===== src/rtl/pfx_enc_pkg.sv =====
package pfx_enc_pkg;
  localparam int NIB_W  = 4;
  localparam int BYTE_W = 2 * NIB_W;
  localparam logic [NIB_W-1:0] FN_PFIX = 4'h2;
  localparam logic [NIB_W-1:0] FN_NFIX = 4'h6;
endpackage


===== src/rtl/pfx_chain.sv =====
module pfx_chain
  import pfx_enc_pkg::*;
#(
  parameter int OPD_W = 32,
  parameter int MAX_B = OPD_W / NIB_W + 1,
  parameter int CNT_W = $clog2(MAX_B + 1)
) (
  input  logic [NIB_W-1:0]             fn_i,
  input  logic [OPD_W-1:0]             opd_i,
  output logic [MAX_B-1:0][BYTE_W-1:0] bytes_o,  // [0] = function byte
  output logic [CNT_W-1:0]             len_o
);
  localparam logic [OPD_W-1:0] NIB_SPAN = OPD_W'(1 << NIB_W);

  logic [OPD_W-1:0] v;
  logic [NIB_W-1:0] f;
  logic             done;

  // step k holds the byte emitted k positions before the end
  always_comb begin
    v     = opd_i;
    f     = fn_i;
    done  = 1'b0;
    len_o = '0;
    for (int k = 0; k < MAX_B; k++) begin
      bytes_o[k] = {f, v[NIB_W-1:0]};
      if (!done) begin
        len_o = CNT_W'(k + 1);
        if (!v[OPD_W-1] && (v < NIB_SPAN)) begin
          done = 1'b1;
        end else if (!v[OPD_W-1]) begin
          f = FN_PFIX;
          v = v >> NIB_W;
        end else begin
          f = FN_NFIX;
          v = (~v) >> NIB_W;
        end
      end
    end
  end
endmodule


===== src/rtl/pfx_seq.sv =====
module pfx_seq
  import pfx_enc_pkg::*;
#(
  parameter int MAX_B = 9,
  parameter int CNT_W = $clog2(MAX_B + 1)
) (
  input  logic                         clk_i,
  input  logic                         rst_ni,
  input  logic                         load_i,
  input  logic [MAX_B-1:0][BYTE_W-1:0] bytes_i,
  input  logic [CNT_W-1:0]             len_i,
  input  logic                         out_ready_i,
  output logic                         busy_o,
  output logic                         out_valid_o,
  output logic [BYTE_W-1:0]            out_byte_o,
  output logic                         out_last_o
);
  logic [MAX_B-1:0][BYTE_W-1:0] buf_q;
  logic [CNT_W-1:0]             rem_q;
  logic [CNT_W-1:0]             idx;

  assign busy_o      = (rem_q != '0);
  assign out_valid_o = busy_o;
  assign idx         = busy_o ? rem_q - CNT_W'(1) : '0;
  assign out_byte_o  = buf_q[idx];
  assign out_last_o  = (rem_q == CNT_W'(1));

  always_ff @(posedge clk_i or negedge rst_ni) begin
    if (!rst_ni) begin
      buf_q <= '0;
      rem_q <= '0;
    end else if (load_i) begin
      buf_q <= bytes_i;
      rem_q <= len_i;
    end else if (out_valid_o && out_ready_i) begin
      rem_q <= rem_q - CNT_W'(1);
    end
  end
endmodule


===== src/rtl/pfx_enc.sv =====
module pfx_enc
  import pfx_enc_pkg::*;
#(
  parameter int OPD_W = 32
) (
  input  logic              clk_i,
  input  logic              rst_ni,
  input  logic              req_valid_i,
  output logic              req_ready_o,
  input  logic [NIB_W-1:0]  req_fn_i,
  input  logic [OPD_W-1:0]  req_opd_i,
  output logic              out_valid_o,
  input  logic              out_ready_i,
  output logic [BYTE_W-1:0] out_byte_o,
  output logic              out_last_o
);
  localparam int MAX_B = OPD_W / NIB_W + 1;
  localparam int CNT_W = $clog2(MAX_B + 1);

  logic [MAX_B-1:0][BYTE_W-1:0] chain;
  logic [CNT_W-1:0]             chain_len;
  logic                         busy;
  logic                         load;

  assign req_ready_o = !busy;
  assign load        = req_valid_i && req_ready_o;

  pfx_chain #(.OPD_W(OPD_W), .MAX_B(MAX_B), .CNT_W(CNT_W)) u_chain (
    .fn_i    (req_fn_i),
    .opd_i   (req_opd_i),
    .bytes_o (chain),
    .len_o   (chain_len)
  );

  pfx_seq #(.MAX_B(MAX_B), .CNT_W(CNT_W)) u_seq (
    .clk_i       (clk_i),
    .rst_ni      (rst_ni),
    .load_i      (load),
    .bytes_i     (chain),
    .len_i       (chain_len),
    .out_ready_i (out_ready_i),
    .busy_o      (busy),
    .out_valid_o (out_valid_o),
    .out_byte_o  (out_byte_o),
    .out_last_o  (out_last_o)
  );
endmodule


===== config.mk =====
export PLATFORM = sky130hd
export DESIGN_NAME = pfx_enc
export DESIGN_NICKNAME = d
export VERILOG_FILES = /design/src/rtl/pfx_enc_pkg.sv /design/src/rtl/pfx_chain.sv /design/src/rtl/pfx_seq.sv /design/src/rtl/pfx_enc.sv
export SDC_FILE = /design/constraint.sdc
export NUM_CORES = 1
export LEC_CHECK = 0
export ABC_AREA = 1
export BUFFER_PORTS_ARGS = -buffer_cell sky130_fd_sc_hd__clkbuf_2
export CORE_ASPECT_RATIO = 1.1
export CORE_MARGIN = 2
export CORE_UTILIZATION = 50
export DETAILED_ROUTE_END_ITERATION = 8
export PLACE_DENSITY = 0.68
export SETUP_SLACK_MARGIN = 0.4
export SLEW_MARGIN = 25
export SYNTH_ARGS = -nofsm -noshare
export SYNTH_HDL_FRONTEND = slang
export SYNTH_SLANG_ARGS = --single-unit
export TNS_END_PERCENT = 100

===== constraint.sdc =====
create_clock -name clk_i -period 6.24 [get_ports clk_i]
set_clock_uncertainty 0.2 [all_clocks]
set_input_delay 0.936 -clock clk_i [delete_from_list [all_inputs] [get_ports clk_i]]
set_output_delay 0.936 -clock clk_i [all_outputs]
set_load 0.02 [all_outputs]

==> results.ini, run 1 <==
[status]
status = finished with violations
violations = negative setup slack

[layout]
fillers = 1001
area_delta_synth_final_pct = 52.3
diodes = 0
post-route-util_pct = 78.2
layout.nets = 1476
drive_gt1_share_pct = 38.8
stdcell_count = 1611

[clock_network]
htree_num_levels = 3
cts_tree = yes
clock_latency_ns = 0.33
cts_hold_buf = 0
cts-root-buf = clkbuf_16
clockBufferDepth = 2
path_clk_slew_ns = 0.05
numCtsBuffers = 9
cts.sinks = 70

[worst_setup_path]
cp-start-kind = input port
cp_data_arrival_time_ns = 6.68
endpoint_kind = register
crit_path_max_incr_delay_ns = 0.22
cp.required_ns = 6.24
slowest_stage = clkbuf_16
worst-setup-path-type = input port to register
crit_fanout = 8

[die]
initial_utilization_pct = 51.4
core_um2 = 13300
pin_count = 51
dieArea_um2 = 14600
dieWidth_um = 115
num_rows = 44
die_h_um = 126

[sta]
hold_viol_final = 0
max_freq_ghz = 0.150
relSlewSlack_pct = 41.7
fin_crit_ns = 6.68
rsz0062_at_grt = true
period_share_pct = 107
worst_pin_slew_ns = 0.874
drv_slew = 0
worst_slack_ns = -0.440
setup_violations = 16

[global_route]
grt_pass1_wl_um = 36300
met3_usage_pct = 2.39
antenna_found_initial = 0
grt_pass1_vias = 7994
grt_overflow = 0
use_met1_pct = 37.1
grt_usage_pct = 30.6
top_usage_layer = met2
grt_max_degree = 78
grt_use_met2_pct = 55.3

[synthesis]
synth.top_cell.area_share_pct = 25.7
synth.distinct_cells = 47
ys_ff_latch = 70
synth-seq-area-share_pct = 25.7
netlist_instances = 1122
synth_area_leaders = dfrtp_1 (26%), nand2_1 (22%), o21ai_0 (7.3%)
synth_area_um2 = 6820
ys.flop_type = dfrtp_1
ys.warnings.count = 0
synth_top_cell_by_area = dfrtp_1
async_reset_ff_share_pct = 100
synth_edf_count = 0
synth.avg_cell_area_um2 = 6.07

[pwr]
power.density_nw_per_um2 = 314
p_total_uw = 3260
ir_worst_vdd_mv = 0.192
p_leak_uw = 0.00550

[placement]
hpwlAfterDp_um = 16700
place.gp.congestion = 0.949
placed_cells = 1548
io_buffer_count = 50

[job]
max-cap-violations = 0

[route]
vias_per_cell = 5.32
vias = 8569
dr.pass1.iters = 8
wl_um = 24000
postRouteAntennaNets = 0
drc = 0
drt-wirelength-per-cell_um = 14.9
drt_iter0_drc = 732

[hold_path]
hold_class = register to register

-- cells in the final DEF (no fill, tap or decap), types with 5 or more instances in the layout --
master	count
nand2_1	296
o21ai_1	10
buf_12	7
nor2_4	14
o21ai_0	91
buf_6	12
xnor2_1	28
nand3b_1	13
ha_1	10
nand3_1	67
clkbuf_2	47
a21oi_1	26
clkbuf_16	15
nand2_4	19
nand3_2	12
dfrtp_1	70
nor2_1	58
clkinv_2	5
a21oi_2	5
buf_4	253
conb_1	10
nor2_2	22
inv_2	13
inv_1	117
nand4_1	42
nand2_2	94
nand3_4	8
o31ai_1	5
o211ai_1	9
-- sequential cells by signal (all words and copies together), names as in the netlist --
| register | count |
|---|---|
| u_seq.rem_q | 4 |
| u_seq.buf_q | 66 |
-- final timing paths --
kind | start | to | slack [ns] | depth (start not counted)
max | req_opd_i[10] | u_seq.rem_q[3] | -0.44 | 50
min | u_seq.buf_q[47] | u_seq.buf_q[47] | 0.28 | 2
max reg2reg | u_seq.rem_q[0] | u_seq.buf_q[37] | 2.39 | 9
min reg2reg | u_seq.buf_q[47] | u_seq.buf_q[47] | 0.28 | 2
max in group asynchronous | rst_ni | u_seq.buf_q[66] | 4.70 | 2
min in group asynchronous | rst_ni | u_seq.buf_q[4] | 0.60 | 2
-- metal layers --
metal	part of all wire, %	routed length (µm)	up-vias
met3	4.2	1020	80
met2	50	12000	308
met4	4.3	1040	0
li1	-	-	4203
met1	41	9920	3978
met5	0	0	-
-- area by class of cell --
type	count	area, µm²	share of cell area [%]
repair buffers	329	2600	25.1
inverters	138	537	5.17
well taps	184	230	2.22
multi-input cells	874	4980	48.0
clock buffers	11	233	2.24
flip-flops and latches	70	1750	16.9
clock inverters	5	50.0	0.482
-- worst max-delay path, delay by kind of cell --
family                 cells  cell delay (ns)
buffers and inverters      6             1.05
AOI/OAI and AO/OA          3             0.41
and+or+nand+nor           41             4.27
-- kinds of logic (layout without fill, tap and decap cells) --
kind of cell	Yosys count	count (layout)	share of synthesized area, %
adders and majority gates	14	14	2.57
AOI/OAI and AO/OA	162	162	13.2
DFF	70	70	25.7
other	1	10	0.0550
and+or+nand+nor	657	660	42.8
buffers and inverters	190	483	12.2
xor gates and xnor gates	28	28	3.60
-- cell usage after synthesis, drive strengths merged (5+ instances only) --
master and count:
clkbuf 25, xnor2 28, o211ai 9, nand3 86
nand3b 13, o21ai 106, dfrtp 70, nand2 409
o31ai 5, buf 27, nor2 94, nor3 6
nand4 44, ha 14, inv 134, a21oi 32
-- power breakdown --
group          leakage (µW)  total (µW)  switching (µW)  internal [µW]
clock              0.000143         484             178            306
combinational       0.00448        2010            1210            797
sequential         0.000878         766             105            660
-- timing repair --
action / in CTS / in global routing
pin swaps: 9 / 81
gates cloned: 2 / 10
setup buffers: 3 / 32
resized for setup: 11 / 195
endpoints found under the setup margin: 16 / 20
-- per-stage QoR --
step	setup TNS, ns	cell area [µm²]	setup slack (ns)	hold WS [ns]
global placement	-7.87	8950	-0.615	0.258
detailed placement	-9.77	8950	-0.728	0.261
finish	-4.97	10400	-0.440	0.276
global route	-11.69	10400	-0.856	0.300
CTS	-2.32	9320	-0.231	0.276
floorplan	-1.04	7010	-0.127	0.244
No activity file was read; power rests on OpenSTA's default activity.
==> run 2: changes to the inputs <==
--- a/config.mk
+++ b/config.mk
@@ -11,7 +11,7 @@
 export CORE_MARGIN = 2
 export CORE_UTILIZATION = 50
 export DETAILED_ROUTE_END_ITERATION = 8
-export PLACE_DENSITY = 0.68
+export PLACE_DENSITY = 0.71
 export SETUP_SLACK_MARGIN = 0.4
 export SLEW_MARGIN = 25
 export SYNTH_ARGS = -nofsm -noshare
==> constraint.sdc (replaced) <==
create_clock -name clk_i -period 5.4 [get_ports clk_i]
set_clock_uncertainty 0.2 [all_clocks]
set_input_delay 0.81 -clock clk_i [delete_from_list [all_inputs] [get_ports clk_i]]
set_output_delay 0.81 -clock clk_i [all_outputs]
set_load 0.02 [all_outputs]
==> results.ini, run 2 (synthesized netlist as in run 1, its figures left out) <==
[layout]
diodes = 0  ; unchanged
final_common_cell = nand2_1
layout_common_cells = nand2_1 (320), buf_4 (274), inv_1 (116), o21ai_0 (82), nand2_2 (80)
top_register = u_seq.buf_q
largest_reg_flops = 66  ; unchanged
fillers = 814  ; -19%
reg_top3 = u_seq.buf_q: 66 flops, u_seq.rem_q: 4 flops
layout.nets = 1527  ; +3.5%
area_delta_synth_final_pct = 60.0
post-route-util_pct = 82.2  ; +3.9 points
drive_gt1_share_pct = 40.5  ; +1.7 points

[pwr]
ir_worst_vdd_mv = 0.256  ; +33%
p_total_uw = 3880  ; +19%
power.density_nw_per_um2 = 356  ; +13%
p_leak_uw = 0.00575  ; +4.6%

[placement]
io_buffer_count = 50  ; unchanged
place.gp.congestion = 0.972  ; +2.4%
hpwlAfterDp_um = 17200  ; +3.3%

[die]
dieWidth_um = 115  ; unchanged
pin_count = 51  ; unchanged
core_um2 = 13300  ; unchanged
die_h_um = 126  ; unchanged
initial_utilization_pct = 51.4  ; unchanged
num_rows = 44  ; unchanged
dieArea_um2 = 14600  ; unchanged

[sta]
period_share_pct = 126
max_freq_ghz = 0.147
fin_crit_ns = 6.80
hold_viol_final = 0  ; unchanged
setup_violations = 21  ; +5
worst_slack_ns = -1.40  ; -0.957 ns
worst_pin_slew_ns = 0.926  ; +0.0520 ns
relSlewSlack_pct = 38.3  ; -3.4 points
rsz0062_at_grt = true
drv_slew = 0  ; unchanged

[worst_setup_path]
crit_top_cell = nand2_1
endpoint_kind = register
cp-endpoint = u_seq.buf_q[56]
slowest_stage = buf_4
cp_top_family = simple AND/OR/NAND/NOR gates
crit_fanout = 8  ; unchanged
rrSetupSlack_ns = 1.41  ; -0.98 ns
cp-startpoint = req_opd_i[30]
crit_path_max_incr_delay_ns = 0.24  ; +0.02 ns
regToRegStartpoint = u_seq.rem_q[0]
cp_data_arrival_time_ns = 6.85  ; +0.17 ns
cp-start-kind = input port
path_buf_inv = 11  ; +5
cp.depth = 54  ; +8.0%
worst-setup-path-type = input port to register
cp.required_ns = 5.45  ; -0.79 ns
worstReg2RegEnd = u_seq.buf_q[21]
worst-r2r-cell-count = 9  ; unchanged

[global_route]
grt_pass1_wl_um = 39900  ; +9.9%
antenna_found_initial = 0  ; unchanged
grt_pass1_vias = 8566  ; +7.2%
grt_usage_pct = 33.6  ; +3.0 points
grt_max_degree = 78  ; unchanged
grt_overflow = 0  ; unchanged

[clock_network]
cts_hold_buf = 0  ; unchanged
path_clk_slew_ns = 0.05  ; about the same
cts.sinks = 70  ; unchanged
clockBufferDepth = 2  ; unchanged
clock_latency_ns = 0.34  ; about the same
cts_tree = yes
numCtsBuffers = 9  ; unchanged
htree_num_levels = 3  ; unchanged
cts-root-buf = clkbuf_16

[job]
max-cap-violations = 0  ; unchanged

[route]
wl_um = 28300  ; +18%
vias_per_cell = 5.71  ; +7.3%
vias = 9477  ; +11%
dr.pass1.iters = 6  ; -2
postRouteAntennaNets = 0  ; unchanged
drc = 0  ; unchanged
drt_iter0_drc = 1028  ; +40%
drt-wirelength-per-cell_um = 17.0  ; +14%

[hold_path]
hold_class = register to register
hold_start = u_seq.buf_q[47]

[status]
status = finished with violations
violations = negative setup slack

==> run 2: cell types whose count changed in the layout (fill, tap and decap cells not counted), moves of 9 or more <==
cell | previous run | this run
o21ai_0 | 91 | 82
nand2_4 | 19 | 8
buf_4 | 253 | 274
buf_6 | 12 | 39
nand2_1 | 296 | 320
nand2_2 | 94 | 80
nor2_1 | 58 | 49
==> run 2: worst min-delay path by stage <==
| stage | endpoint | slack (ns) | depth (start not counted) |
|---|---|---|---|
| 5_1_grt | u_seq.buf_q[62] | 0.30 | 2 |
| 4_1_cts | u_seq.buf_q[27] | 0.28 | 2 |
| 2_1_floorplan | u_seq.buf_q[48] | 0.24 | 2 |
| 6_report | u_seq.buf_q[47] | 0.27 | 2 |
| 3_3_place_gp | u_seq.buf_q[62] | 0.26 | 2 |
| 3_5_place_dp | u_seq.buf_q[48] | 0.26 | 2 |
==> run 2: routing by layer <==
metal / vias to the layer above / part of all wire (%) / GRT usage [%]
met5: - / 0 / 0
met4: 0 / 8.4 / 17.3
met3: 220 / 8.1 / 5.21
met2: 585 / 47 / 58.9
met1: 4345 / 36 / 39.3
li1: 4327 / - / -
==> run 2: cell type report <==
cell class                      instances  area (µm²)  share of cell area [%]
Clock buffer                           12         256                    2.35
Clock inverter                          3        20.0                   0.184
Inverter                              138         552                    5.06
Multi-Input combinational cell        877        5010                    46.0
Sequential cell                        70        1750                    16.1
Tap cell                              184         230                    2.11
Timing Repair Buffer                  377        3080                    28.3
==> run 2: metrics by stage <==
stage	worst slack [ns]	hold slack, ns	TNS, ns	std cells	area, µm²
2_1_floorplan	-0.841	0.244	-11.12	1131	7040
3_3_place_gp	-1.49	0.258	-23.81	1563	9030
3_5_place_dp	-1.64	0.260	-26.65	1563	9030
4_1_cts	-0.922	0.275	-14.14	1629	10100
5_1_grt	-1.70	0.304	-29.24	1661	10900
6_report	-1.40	0.272	-22.95	1661	10900
==> run 2: timing repair <==
| item | 4_1_cts | 5_1_grt |
|---|---|---|
| endpoints found under the setup margin | 24 | 24 |
| setup buffers | 43 | 25 |
| gates resized for setup | 95 | 153 |
| hold endpoints to repair | 0 | 0 |
| gates cloned | 8 | 7 |
| pin swaps | 31 | 84 |
==> run 2: power by group <==
group | switching [µW] | leakage [µW] | internal [µW]
Sequential | 128 | 0.000878 | 763
Clock | 212 | 0.000131 | 332
Combinational | 1470 | 0.00474 | 977
Total | 1810 | 0.00575 | 2070
==> run 2: worst min-delay path, delay by kind of cell (launching register included) <==
family           cells  cell delay, ns
and+or+nand+nor      2            0.11
DFF                  1            0.33
